File: config.mk
export PLATFORM = sky130hd
export DESIGN_NAME = adc_serial_framer
export DESIGN_NICKNAME = d
export VERILOG_FILES = /design/src/rtl/sfr_pkg.sv /design/src/rtl/sfr_timing.sv /design/src/rtl/sfr_fsi_ctl.sv /design/src/rtl/sfr_shifter.sv /design/src/rtl/adc_serial_framer.sv
export SDC_FILE = /design/constraint.sdc
export NUM_CORES = 1
export LEC_CHECK = 0
export ABC_AREA = 1
export BUFFER_PORTS_ARGS = -buffer_cell sky130_fd_sc_hd__buf_2
export CAP_MARGIN = 0
export CORE_UTILIZATION = 28
export CTS_BUF_LIST = sky130_fd_sc_hd__clkbuf_8
export DETAILED_ROUTE_END_ITERATION = 7
export PLACE_DENSITY = 0.47
export SLEW_MARGIN = 20
export SYNTH_ARGS = -nofsm -noshare
export SYNTH_HDL_FRONTEND = slang
export SYNTH_HIERARCHICAL = 1
export SYNTH_SLANG_ARGS = --single-unit
File: constraint.sdc
create_clock -name clk -period 2.7 [get_ports clk]
set_input_delay 0.135 -clock clk [delete_from_list [all_inputs] [get_ports clk]]
set_output_delay 0.135 -clock clk [all_outputs]
set_load 0.05 [all_outputs]
File: src/rtl/sfr_pkg.sv
package sfr_pkg;
  typedef enum logic {
    FSO_PULSE  = 1'b0,
    FSO_SQUARE = 1'b1
  } fso_form_e;

  function automatic int unsigned sfr_cnt_w(input int unsigned word_w);
    return $clog2(2 * word_w);
  endfunction
endpackage

File: src/rtl/sfr_timing.sv
module sfr_timing #(
  parameter int unsigned WORD_W = 16,
  localparam int unsigned CNT_W = sfr_pkg::sfr_cnt_w(WORD_W)
) (
  input  logic             clk,
  input  logic             rst_n,
  input  logic             frame_long_i,
  input  logic             resync_i,
  output logic             launch_o,
  output logic             start_o,
  output logic [CNT_W-1:0] idx_n_o,
  output logic             phase_o
);
  localparam logic [CNT_W-1:0] SHORT_LAST = CNT_W'(WORD_W - 1);
  localparam logic [CNT_W-1:0] LONG_LAST  = CNT_W'(2 * WORD_W - 1);

  logic             phase_q;
  logic [CNT_W-1:0] idx_q;
  logic             at_last;

  always_comb begin
    at_last  = idx_q >= (frame_long_i ? LONG_LAST : SHORT_LAST);
    launch_o = ~phase_q | resync_i;
    idx_n_o  = (resync_i | at_last) ? '0 : idx_q + 1'b1;
    start_o  = launch_o & (idx_n_o == '0);
  end

  always_ff @(posedge clk or negedge rst_n) begin
    if (!rst_n) begin
      phase_q <= 1'b0;
      idx_q   <= LONG_LAST;
    end else begin
      phase_q <= launch_o;
      if (launch_o) idx_q <= idx_n_o;
    end
  end

  assign phase_o = phase_q;
endmodule

File: src/rtl/sfr_fsi_ctl.sv
module sfr_fsi_ctl (
  input  logic clk,
  input  logic rst_n,
  input  logic sync_in_i,
  input  logic allowed_i,
  output logic resync_o,
  output logic held_o,
  output logic seq_rst_o
);
  logic smp_q, dly_q, done_q, seq_q;

  assign resync_o  = smp_q & ~dly_q & ~done_q & allowed_i;
  assign held_o    = smp_q & dly_q;
  assign seq_rst_o = seq_q;

  always_ff @(posedge clk or negedge rst_n) begin
    if (!rst_n) begin
      smp_q  <= 1'b0;
      dly_q  <= 1'b0;
      done_q <= 1'b0;
      seq_q  <= 1'b0;
    end else begin
      smp_q <= sync_in_i;
      dly_q <= smp_q;
      seq_q <= resync_o;
      if (resync_o) done_q <= 1'b1;
    end
  end
endmodule

File: src/rtl/sfr_shifter.sv
module sfr_shifter #(
  parameter int unsigned WORD_W = 16,
  localparam int unsigned CNT_W = sfr_pkg::sfr_cnt_w(WORD_W)
) (
  input  logic              clk,
  input  logic              rst_n,
  input  logic [WORD_W-1:0] in_data,
  input  logic              in_valid,
  output logic              in_ready,
  input  logic              launch_i,
  input  logic              start_i,
  input  logic [CNT_W-1:0]  idx_n_i,
  output logic              sdata_o
);
  logic [WORD_W-1:0] slot_q, cur_q, sh_q, nxt_word;
  logic              slot_v, sd_q;

  assign nxt_word = slot_v ? slot_q : cur_q;
  assign in_ready = ~slot_v;
  assign sdata_o  = sd_q;

  always_ff @(posedge clk or negedge rst_n) begin
    if (!rst_n) begin
      slot_q <= '0;
      slot_v <= 1'b0;
      cur_q  <= '0;
      sh_q   <= '0;
      sd_q   <= 1'b0;
    end else begin
      if (in_valid && !slot_v) begin
        slot_q <= in_data;
        slot_v <= 1'b1;
      end else if (start_i && slot_v) begin
        slot_v <= 1'b0;
      end
      if (start_i) begin
        cur_q <= nxt_word;
        sh_q  <= nxt_word << 1;
        sd_q  <= nxt_word[WORD_W-1];
      end else if (launch_i) begin
        if (idx_n_i < CNT_W'(WORD_W)) begin
          sd_q <= sh_q[WORD_W-1];
          sh_q <= sh_q << 1;
        end else begin
          sd_q <= 1'b0;
        end
      end
    end
  end
endmodule

File: src/rtl/adc_serial_framer.sv
module adc_serial_framer #(
  parameter int unsigned WORD_W = 16,
  localparam int unsigned CNT_W = sfr_pkg::sfr_cnt_w(WORD_W)
) (
  input  logic              clk,
  input  logic              rst_n,
  input  logic [WORD_W-1:0] in_data,
  input  logic              in_valid,
  output logic              in_ready,
  input  logic              frame_long_i,
  input  logic              edge_sel_i,
  input  logic              sync_square_i,
  input  logic              sync_in_i,
  input  logic              line_en_i,
  input  logic              line_sel_i,
  output logic              sclk_o,
  output logic              sdata_o,
  output logic              sdata_oe_o,
  output logic              fsync_o,
  output logic              seq_rst_o
);
  import sfr_pkg::*;

  logic             launch, start, phase, resync, held, allowed;
  logic [CNT_W-1:0] idx_n;
  fso_form_e        form;
  logic             fs_q;

  always_comb begin
    form    = (frame_long_i && sync_square_i) ? FSO_SQUARE : FSO_PULSE;
    allowed = !frame_long_i || sync_square_i;
  end

  sfr_fsi_ctl u_fsi (
    .clk(clk), .rst_n(rst_n), .sync_in_i(sync_in_i), .allowed_i(allowed),
    .resync_o(resync), .held_o(held), .seq_rst_o(seq_rst_o)
  );

  sfr_timing #(.WORD_W(WORD_W)) u_tim (
    .clk(clk), .rst_n(rst_n), .frame_long_i(frame_long_i), .resync_i(resync),
    .launch_o(launch), .start_o(start), .idx_n_o(idx_n), .phase_o(phase)
  );

  sfr_shifter #(.WORD_W(WORD_W)) u_shf (
    .clk(clk), .rst_n(rst_n), .in_data(in_data), .in_valid(in_valid),
    .in_ready(in_ready), .launch_i(launch), .start_i(start),
    .idx_n_i(idx_n), .sdata_o(sdata_o)
  );

  always_ff @(posedge clk or negedge rst_n) begin
    if (!rst_n) begin
      fs_q <= 1'b0;
    end else if (launch) begin
      case (form)
        FSO_SQUARE: fs_q <= idx_n >= CNT_W'(WORD_W);
        default:    fs_q <= start && !held;
      endcase
    end
  end

  assign fsync_o    = fs_q;
  assign sclk_o     = phase ^ edge_sel_i;
  assign sdata_oe_o = (line_en_i == line_sel_i);
endmodule

==> results of run 1 <==
what timing repair did:
action	4_1_cts	5_1_grt
endpoints found under the setup margin	0	0
endpoints found under the hold margin	31	0
hold buffers	2	0
stage by stage:
| step | utilization (%) | hold slack [ns] | total power, mW |
|---|---|---|---|
| floorplan | - | -0.161 | 2.52 |
| global placement | 32.1 | 0.245 | 2.81 |
| detailed placement | 32.1 | 0.246 | 2.83 |
| CTS | 35.0 | 0.0125 | 3.96 |
| global route | 35.0 | 0.0361 | 4.22 |
| finish | 35.0 | 0.0327 | 3.91 |
per-layer routing:
metal | track usage, % | part of all wire, % | up-vias
met5 | 0 | 0 | -
met4 | 4.40 | 1.1 | 0
met3 | 4.10 | 5.0 | 6
met2 | 18.3 | 42 | 48
met1 | 17.4 | 52 | 983
li1 | - | - | 1097
critical path, delay by kind of cell, from the launching register on:
family	cells	cell delay, ns
simple gates	8	1.15
fa+ha+maj	1	0.22
buf+inv	1	0.08
compound gates	1	0.13
flops	1	0.57
power breakdown:
group	switching, mW	leakage, nW	internal, mW
registers	0.168	0.678	1.32
logic	0.843	0.840	0.471
clock network	0.349	0.136	0.752
state kept, by name (all words and copies together) (netlist names):
signal and count:
fsync_o 1, u_shf/slot_v 1, u_shf/sdata_o 1, u_fsi/done_q 1, u_tim/phase_o 1, u_fsi/smp_q 1, u_fsi/seq_rst_o 1, u_tim/idx_q 5
u_shf/cur_q 16, u_fsi/dly_q 1, u_shf/sh_q 15, u_shf/slot_q 16
final cells by class:
type | count | area [sq um]
flip-flops and latches | 60 | 1510
fillers | 1072 | 6350
clock buffers | 11 | 151
inverters | 48 | 183
well taps | 133 | 166
clock inverters | 4 | 120
multi-input cells | 199 | 1030
repair buffers | 41 | 263
worst min-delay path by stage:
stage,cells past startpoint,start,to
3_5_place_dp,1,sync_in_i,u_fsi/smp_q$_DFF_PN0_
5_1_grt,3,in_data[15],u_shf/slot_q[15]$_DFFE_PN0P_
4_1_cts,3,in_data[0],u_shf/slot_q[0]$_DFFE_PN0P_
6_report,3,in_data[0],u_shf/slot_q[0]$_DFFE_PN0P_
2_1_floorplan,0,rst_n,fsync_o$_DFFE_PN0P_
3_3_place_gp,1,sync_in_i,u_fsi/smp_q$_DFF_PN0_
==> impl_metrics.csv, run 1 <==
group,metric,value,unit
timing,worst_slack,0.470,ns
timing,fin_crit,2.23,ns
clocking,cts.sinks,60,
timing,finalCritPeriodShare,82.6,%
cells_and_area,layout_common_cells,"55 x dfrtp_1, 51 x nand2_1, 45 x inv_1",
timing,max_freq,0.448,GHz
setup_path,r2r-start,"u_tim/idx_q[0]$_DFFE_PN1P_",
cells_and_area,final_cell_area,3430,sq um
pwr,p_leak,1.65,nW
timing,fin_tns_setup,0,ns
floorplan,rows,36,
route,wl_per_cell,11.7,microns
timing,fin_worst_skew,0.0109,ns
setup_path,crit_end,"u_shf/sh_q[5]$_DFFE_PN0P_",
global_routing,grt_overflow,0,
global_routing,grt_use_total,12.6,%
placed_design,io_buffer_count,30,
setup_path,crit_start,"u_tim/idx_q[0]$_DFFE_PN1P_",
cells_and_area,final_common_cell,"dfrtp_1",
run,maxCapViolations,0,
timing,slew_headroom,48.4,%
setup_path,r2r_slack,0.47,ns
floorplan,dieArea,10500,sq um
clocking,cts_tree,"built",
clocking,post_cts_resized,0,
floorplan,dieWidth,102,microns
synthesis,syn-num-nets,348,
placed_design,dp_hpwl,3950,microns
floorplan,ioPinCount,31,
setup_path,crit_path_max_fanout,14,
clocking,post-cts-setup-buffers,0,
global_routing,grt_max_degree,33,
synthesis,syn_inst,321,
setup_path,cp_cell_sequence,"ha_1 -> nand3_1 -> nand2_2 -> nand2_4 -> nand3_2 -> nand3_2 -> nor2_2 -> inv_2 -> nand2_2 -> nor2_1 -> a21oi_1",
route,drt_iter0_markers,132,
setup_path,cp.arrival,2.49,ns
setup_path,cp.required,2.96,ns
global_routing,grt_pass1_wl,9900,microns
timing,rsz0062_at_grt,"false",
timing,hold_viol,0,
setup_path,slowest_delay,0.57,ns
setup_path,crit_path_start_kind,"flip-flop",
pwr,power.density,1140,nW/um^2
cells_and_area,drive_gt1_share,22.3,%
timing,tightest_slew,0.774,ns
floorplan,die_h,102,microns
cells_and_area,layout.cells.non_filler,496,
min_path,hold_class,"input pin to flip-flop",
clocking,cts_made_buffers,9,
run_status,run_status,"finished clean",
route,drcViolationCount,0,
synthesis,synth.avg_cell_area,8.78,sq um
route,vias_per_cell,4.30,
setup_path,ff2ff_path_depth,11,
global_routing,grt_pass1_vias,2072,
route,vias,2134,
synthesis,synth_warnings,6,
setup_path,r2r-end,"u_shf/sh_q[5]$_DFFE_PN0P_",
timing,drv_slew,0,
placed_design,pre_cts_ws,0.466,ns
placed_design,place.gp.congestion,0.817,
floorplan,coreArea,9770,sq um
route,routed_wl,5790,microns
placed_design,dp_cells,479,
clocking,clk_latency,0.34,ns
cells_and_area,area_growth,21.5,%
setup_path,slowest_stage,"dfstp_2",
setup_path,path_class,"flip-flop to flip-flop",
cells_and_area,n_antenna_cell,0,
clocking,path_clk_slew,0.07,ns
route,dr.pass1.iters,5,
timing,finalSetupViolations,0,
global_routing,antenna_found_initial,0,
clocking,clock_path_buffers,2,
clocking,cts_root_buf,"clkbuf_8",
floorplan,initial_utilization,28.8,%
synthesis,syn_area,2820,sq um
cells_and_area,nets,386,
pwr,ir_drop,0.000447,V
setup_path,cp-end-kind,"flip-flop",
clocking,cts_max_level,3,
route,ant_nets,0,
placed_design,dpl-instance-area,3130,sq um
Power figures use the tool's default switching activity.
==> inputs of run 2 (changes only) <==
- ABC_AREA: 1 -> 0
- clock period: 2.7 -> 2.15 ns (I/O delays scaled with it)
==> impl_metrics.csv, run 2 <==
group,metric,value,unit
run_status,run_status,"finished clean",
route,vias,1731,
floorplan,die_h,102,microns
cells_and_area,final_common_cell,"dfrtp_1",
timing,fin_crit,2.07,ns
run,maxCapViolations,0,
pwr,power.density,1410,nW/um^2
timing,hold_viol,0,
route,dr.pass1.iters,4,
clocking,cts_max_level,3,
pwr,p_leak,1.62,nW
setup_path,crit_path_max_fanout,16,
setup_path,cp-end-kind,"flip-flop",
placed_design,place.gp.congestion,0.734,
min_path,hold-path-endpoint,"u_shf/slot_q[14]$_DFFE_PN0P_",
global_routing,grt_use_total,11.4,%
placed_design,dp_hpwl,3370,microns
setup_path,path_class,"flip-flop to flip-flop",
route,wl_per_cell,13.0,microns
clocking,clk_latency,0.34,ns
timing,slew_headroom,69.8,%
floorplan,dieWidth,102,microns
setup_path,crit_path_start_kind,"flip-flop",
floorplan,dieArea,10500,sq um
setup_path,r2r_slack,0.08,ns
route,drt_iter0_markers,45,
timing,max_freq,0.482,GHz
setup_path,r2r-start,"u_tim/idx_q[0]$_DFFE_PN1P_",
global_routing,antenna_found_initial,0,
placed_design,io_buffer_count,30,
clocking,path_clk_slew,0.07,ns
floorplan,rows,36,
setup_path,cp.arrival,2.29,ns
floorplan,initial_utilization,28.8,%
route,ant_nets,0,
setup_path,r2r-end,"u_shf/cur_q[13]$_DFFE_PN0P_",
clocking,cts_tree,"built",
synthesis,synth.avg_cell_area,13.7,sq um
route,vias_per_cell,4.34,
min_path,hold_class,"input pin to flip-flop",
clocking,cts.sinks,60,
cells_and_area,nets,288,
global_routing,grt_max_degree,45,
clocking,cts_made_buffers,9,
setup_path,cp.required,2.36,ns
route,routed_wl,5200,microns
setup_path,ff2ff_path_depth,7,
synthesis,syn-num-nets,232,
floorplan,coreArea,9770,sq um
global_routing,grt_overflow,0,
global_routing,grt_pass1_wl,8760,microns
min_path,hold_path_startpoint,"in_data[14]",
clocking,cts_root_buf,"clkbuf_8",
timing,rsz0062_at_grt,"true",
pwr,ir_drop,0.000319,V
synthesis,syn_area,2820,sq um
pwr,power.total,4.95,mW
global_routing,grt_pass1_vias,1786,
floorplan,ioPinCount,31,
cells_and_area,layout.area.seq,1510,sq um
min_path,whs_path_depth,2,
timing,finalCritPeriodShare,96.5,%
timing,tightest_slew,0.453,ns
cells_and_area,finish.utilization,36.0,%
cells_and_area,area_growth,25.1,%
synthesis,syn_inst,205,
timing,finalSetupViolations,0,
timing,fin_worst_skew,0.0113,ns
cells_and_area,fill_cells,1006,
cells_and_area,drive_gt1_share,37.6,%
cells_and_area,top_regs,"u_shf/cur_q (16), u_shf/slot_q (16), u_shf/sh_q (15)",
cells_and_area,multi_input_area,1210,sq um
timing,drv_slew,0,
route,drcViolationCount,0,
cells_and_area,n_antenna_cell,0,
clocking,clock_path_buffers,2,
synthesis,synth_warnings,6,
cells_and_area,layout_common_cells,"55 x dfrtp_1, 43 x mux2i_1, 30 x buf_2",
==> run 2: changes by cell type in the layout (fill, tap and decap cells not counted), sizes merged, moves of 18 or more <==
cell,change
nand2,-52
a21oi,-28
nand3,-21
o21ai,-18
inv,-38
mux2,+33
nor2,-33
mux2i,+43
==> run 2: repair_timing <==
action,in CTS,in global routing
setup endpoints to repair,0,33
endpoints found under the hold margin,28,1
resized for setup,0,5
setup buffers,0,0
hold buffers,16,1
==> run 2: per-stage QoR <==
| stage | setup slack, ns | setup TNS (ns) | hold slack, ns | std cells | area (sq um) |
|---|---|---|---|---|---|
| finish | 0.0758 | 0 | 0.0173 | 399 | 3520 |
| global route | -0.0325 | -0.395 | 0.00213 | 399 | 3520 |
| CTS | 0.0292 | 0 | 0.000754 | 398 | 3500 |
| detailed placement | 0.0456 | 0 | 0.0805 | 366 | 3140 |
| global placement | 0.0982 | 0 | 0.0848 | 366 | 3140 |
| floorplan | 0.0647 | 0 | -0.188 | 205 | 2820 |
==> run 2: critical path: stages (launching register included) <==
cell	delay (ns)
dfstp_2	0.58
ha_2	0.24
nor3_1	0.07
a31oi_1	0.17
nor4bb_2	0.07
o21a_2	0.23
nand2_4	0.22
mux2_2	0.37
==> run 2: how the worst max path moves through the flow <==
stage / start / to / slack [ns] / depth (start not counted)
after CTS: u_tim/idx_q[0]$_DFFE_PN1P_ / u_shf/sh_q[14]$_DFFE_PN0P_ / 0.03 / 8
after global routing: u_tim/idx_q[2]$_DFFE_PN1P_ / u_shf/cur_q[6]$_DFFE_PN0P_ / -0.03 / 6
final: u_tim/idx_q[0]$_DFFE_PN1P_ / u_shf/cur_q[13]$_DFFE_PN0P_ / 0.08 / 7
after detailed placement: u_tim/idx_q[0]$_DFFE_PN1P_ / u_shf/sh_q[14]$_DFFE_PN0P_ / 0.05 / 8
after floorplan: u_tim/idx_q[4]$_DFFE_PN1P_ / u_shf/cur_q[0]$_DFFE_PN0P_ / 0.06 / 8
after global placement: u_tim/idx_q[0]$_DFFE_PN1P_ / u_shf/sh_q[4]$_DFFE_PN0P_ / 0.1 / 8
==> run 2: final cells by class <==
class,count,area share (%)
sequential,60,42.8
clock inverter,5,1.28
multi-input combinational,128,34.3
inverter,5,0.533
timing repair buffer,57,12.0
tap,133,4.72
clock buffer,11,4.30
==> run 2: power by group <==
part / switching (mW) / internal [mW] / leakage, nW / total, mW
clock network: 0.425 / 0.583 / 0.115 / 1.01
registers: 0.373 / 1.69 / 0.710 / 2.07
logic: 0.840 / 1.04 / 0.796 / 1.88
total: 1.64 / 3.31 / 1.62 / 4.95
==> run 2: per-layer routing <==
metal | part of all wire [%] | GRT usage (%) | vias to the layer above
li1 | - | - | 838
met1 | 48 | 14.4 | 854
met2 | 46 | 17.4 | 30
met3 | 3.9 | 3.35 | 9
met4 | 1.7 | 6.26 | 0
met5 | 0 | 0 | -
==> inputs of run 3 (changes only) <==
==> constraint.sdc (replaced) <==
create_clock -name clk -period 2.15 [get_ports clk]
set_input_delay 0.43 -clock clk [delete_from_list [all_inputs] [get_ports clk]]
set_output_delay 0.43 -clock clk [all_outputs]
set_load 0.05 [all_outputs]
==> impl_metrics.csv, run 3 (synthesis results as in run 2) <==
group,metric,value,unit
run_status,run_status,"finished clean",
floorplan,rows,36,
global_routing,grt_max_degree,24,
floorplan,dieArea,10500,sq um
floorplan,die_h,102,microns
pwr,p_sw_share,33.6,%
pwr,power_switching,1.73,mW
placed_design,place.gp.congestion,0.730,
clocking,cts_made_buffers,9,
pwr,power_frac_seq,40.5,%
setup_path,r2r-start,"u_tim/idx_q[3]$_DFFE_PN1P_",
clocking,path_clk_slew,0.07,ns
pwr,comb_power_share,39.4,%
pwr,ir_drop,0.000483,V
route,wl_per_cell,13.8,microns
timing,max_freq,0.481,GHz
global_routing,use_met2,19.3,%
timing,hold_ws,0.0612,ns
route,vias,1701,
timing,drv_slew,0,
setup_path,cp_cell_sequence,"xnor2_2 -> a31oi_2 -> nor4bb_4 -> o21a_2 -> nand2_4 -> mux2_4",
global_routing,busiest_layer,"met2",
placed_design,dpl-instance-area,3190,sq um
pwr,p_leak,1.62,nW
clocking,cts_max_level,3,
global_routing,grt_overflow,0,
global_routing,grtUsageMet1,14.1,%
timing,fin_crit,2.08,ns
setup_path,cp-end-kind,"flip-flop",
setup_path,crit_path_start_kind,"flip-flop",
pwr,intPower,3.42,mW
placed_design,dp_hpwl,3540,microns
timing,rsz0062_at_grt,"true",
global_routing,antenna_found_initial,0,
setup_path,crit_path_max_fanout,8,
route,vias_per_cell,4.36,
clocking,cts.sinks,60,
route,drt_iter0_markers,49,
timing,fin_worst_skew,0.00751,ns
setup_path,crit_start,"u_tim/idx_q[3]$_DFFE_PN1P_",
setup_path,slowest_delay,0.62,ns
clocking,clk_latency,0.34,ns
setup_path,crit_buf_inv,0,
cells_and_area,top_regs,"u_shf/cur_q (16), u_shf/slot_q (16), u_shf/sh_q (15)",
placed_design,io_buffer_count,30,
setup_path,slowest_stage,"dfstp_2",
pwr,power.density,1480,nW/um^2
timing,finalCritPeriodShare,96.6,%
floorplan,ioPinCount,31,
timing,slew_headroom,60.1,%
global_routing,grt_use_met3,3.90,%
setup_path,cp.required,2.37,ns
route,drcViolationCount,0,
route,routed_wl,5370,microns
cells_and_area,final_common_cell,"dfrtp_1",
timing,finalSetupViolations,0,
floorplan,initial_utilization,28.8,%
global_routing,grt_pass1_vias,1845,
clocking,cts_tree,"built",
floorplan,dieWidth,102,microns
floorplan,coreArea,9770,sq um
min_path,hold_class,"input pin to asynchronous set/reset pin",
cells_and_area,final_cell_area,3490,sq um
pwr,clkPwrFrac,20.1,%
timing,hold_viol,0,
route,dr.pass1.iters,4,
cells_and_area,nets,279,
timing,tightest_slew,0.599,ns
cells_and_area,fill_cells,986,
timing,fin_tns_setup,0,ns
cells_and_area,area_growth,23.9,%
global_routing,grt_use_total,11.8,%
clocking,clock_path_buffers,2,
run,maxCapViolations,0,
setup_path,cp.arrival,2.29,ns
clocking,cts_root_buf,"clkbuf_8",
cells_and_area,n_antenna_cell,0,
setup_path,critical-path-top-delay-family,"flip-flops",
route,ant_nets,0,
cells_and_area,drive_gt1_share,45.1,%
cells_and_area,layout_common_cells,"55 x dfrtp_1, 43 x mux2i_1, 30 x buf_2",
global_routing,grt_pass1_wl,9160,microns
setup_path,path_class,"flip-flop to flip-flop",
-- run 3: area by class of cell --
class	instances	area, sq um	area share (%)
Sequential cell	60	1510	43.2
Multi-Input combinational cell	129	1270	36.5
Timing Repair Buffer	47	323	9.25
Tap cell	133	166	4.77
Clock buffer	11	151	4.34
Clock inverter	5	51.3	1.47
Inverter	5	18.8	0.538
-- run 3: stage by stage --
step	utilization (%)	std cells	setup WS, ns	power, mW
4_1_cts	34.9	388	0.0189	5.10
6_report	35.7	390	0.0723	5.15
3_3_place_gp	32.7	371	0.0133	3.96
3_5_place_dp	32.7	371	-0.00689	4.00
2_1_floorplan	-	205	0.0387	3.53
5_1_grt	35.7	390	-0.0103	5.53
-- run 3: worst paths after layout --
| path | to | slack [ns] | cells past startpoint |
|---|---|---|---|
| max | u_shf/cur_q[4]$_DFFE_PN0P_ | 0.07 | 6 |
| min | u_shf/cur_q[12]$_DFFE_PN0P_ | 0.06 | 1 |
| max reg2reg | u_shf/cur_q[4]$_DFFE_PN0P_ | 0.07 | 6 |
| min reg2reg | u_fsi/dly_q$_DFF_PN0_ | 0.45 | 0 |
| max in group asynchronous | u_shf/sh_q[12]$_DFFE_PN0P_ | 1.44 | 2 |
| min in group clk | u_fsi/smp_q$_DFF_PN0_ | 0.20 | 1 |
-- run 3: power groups by stage --
stage	registers (mW)	logic (mW)	clock network [mW]
6_report	2.09	2.03	1.04
5_1_grt	2.18	2.24	1.12
4_1_cts	2.08	1.95	1.07
3_5_place_dp	2.09	1.92	0
3_3_place_gp	2.07	1.88	0
2_1_floorplan	2.00	1.52	0
-- run 3: what timing repair did --
item                       4_1_cts  5_1_grt
gates cloned                     1        0
hold buffers                     0        0
setup endpoints to repair       16       33
setup buffers                    0        2
resized for setup                3       11
pin swaps                        1        2
-- run 3: per-layer routing --
layer / vias up / wire (microns)
met3: 10 / 201
met1: 846 / 2370
met4: 0 / 119
met2: 26 / 2680
li1: 819 / -
met5: - / 0
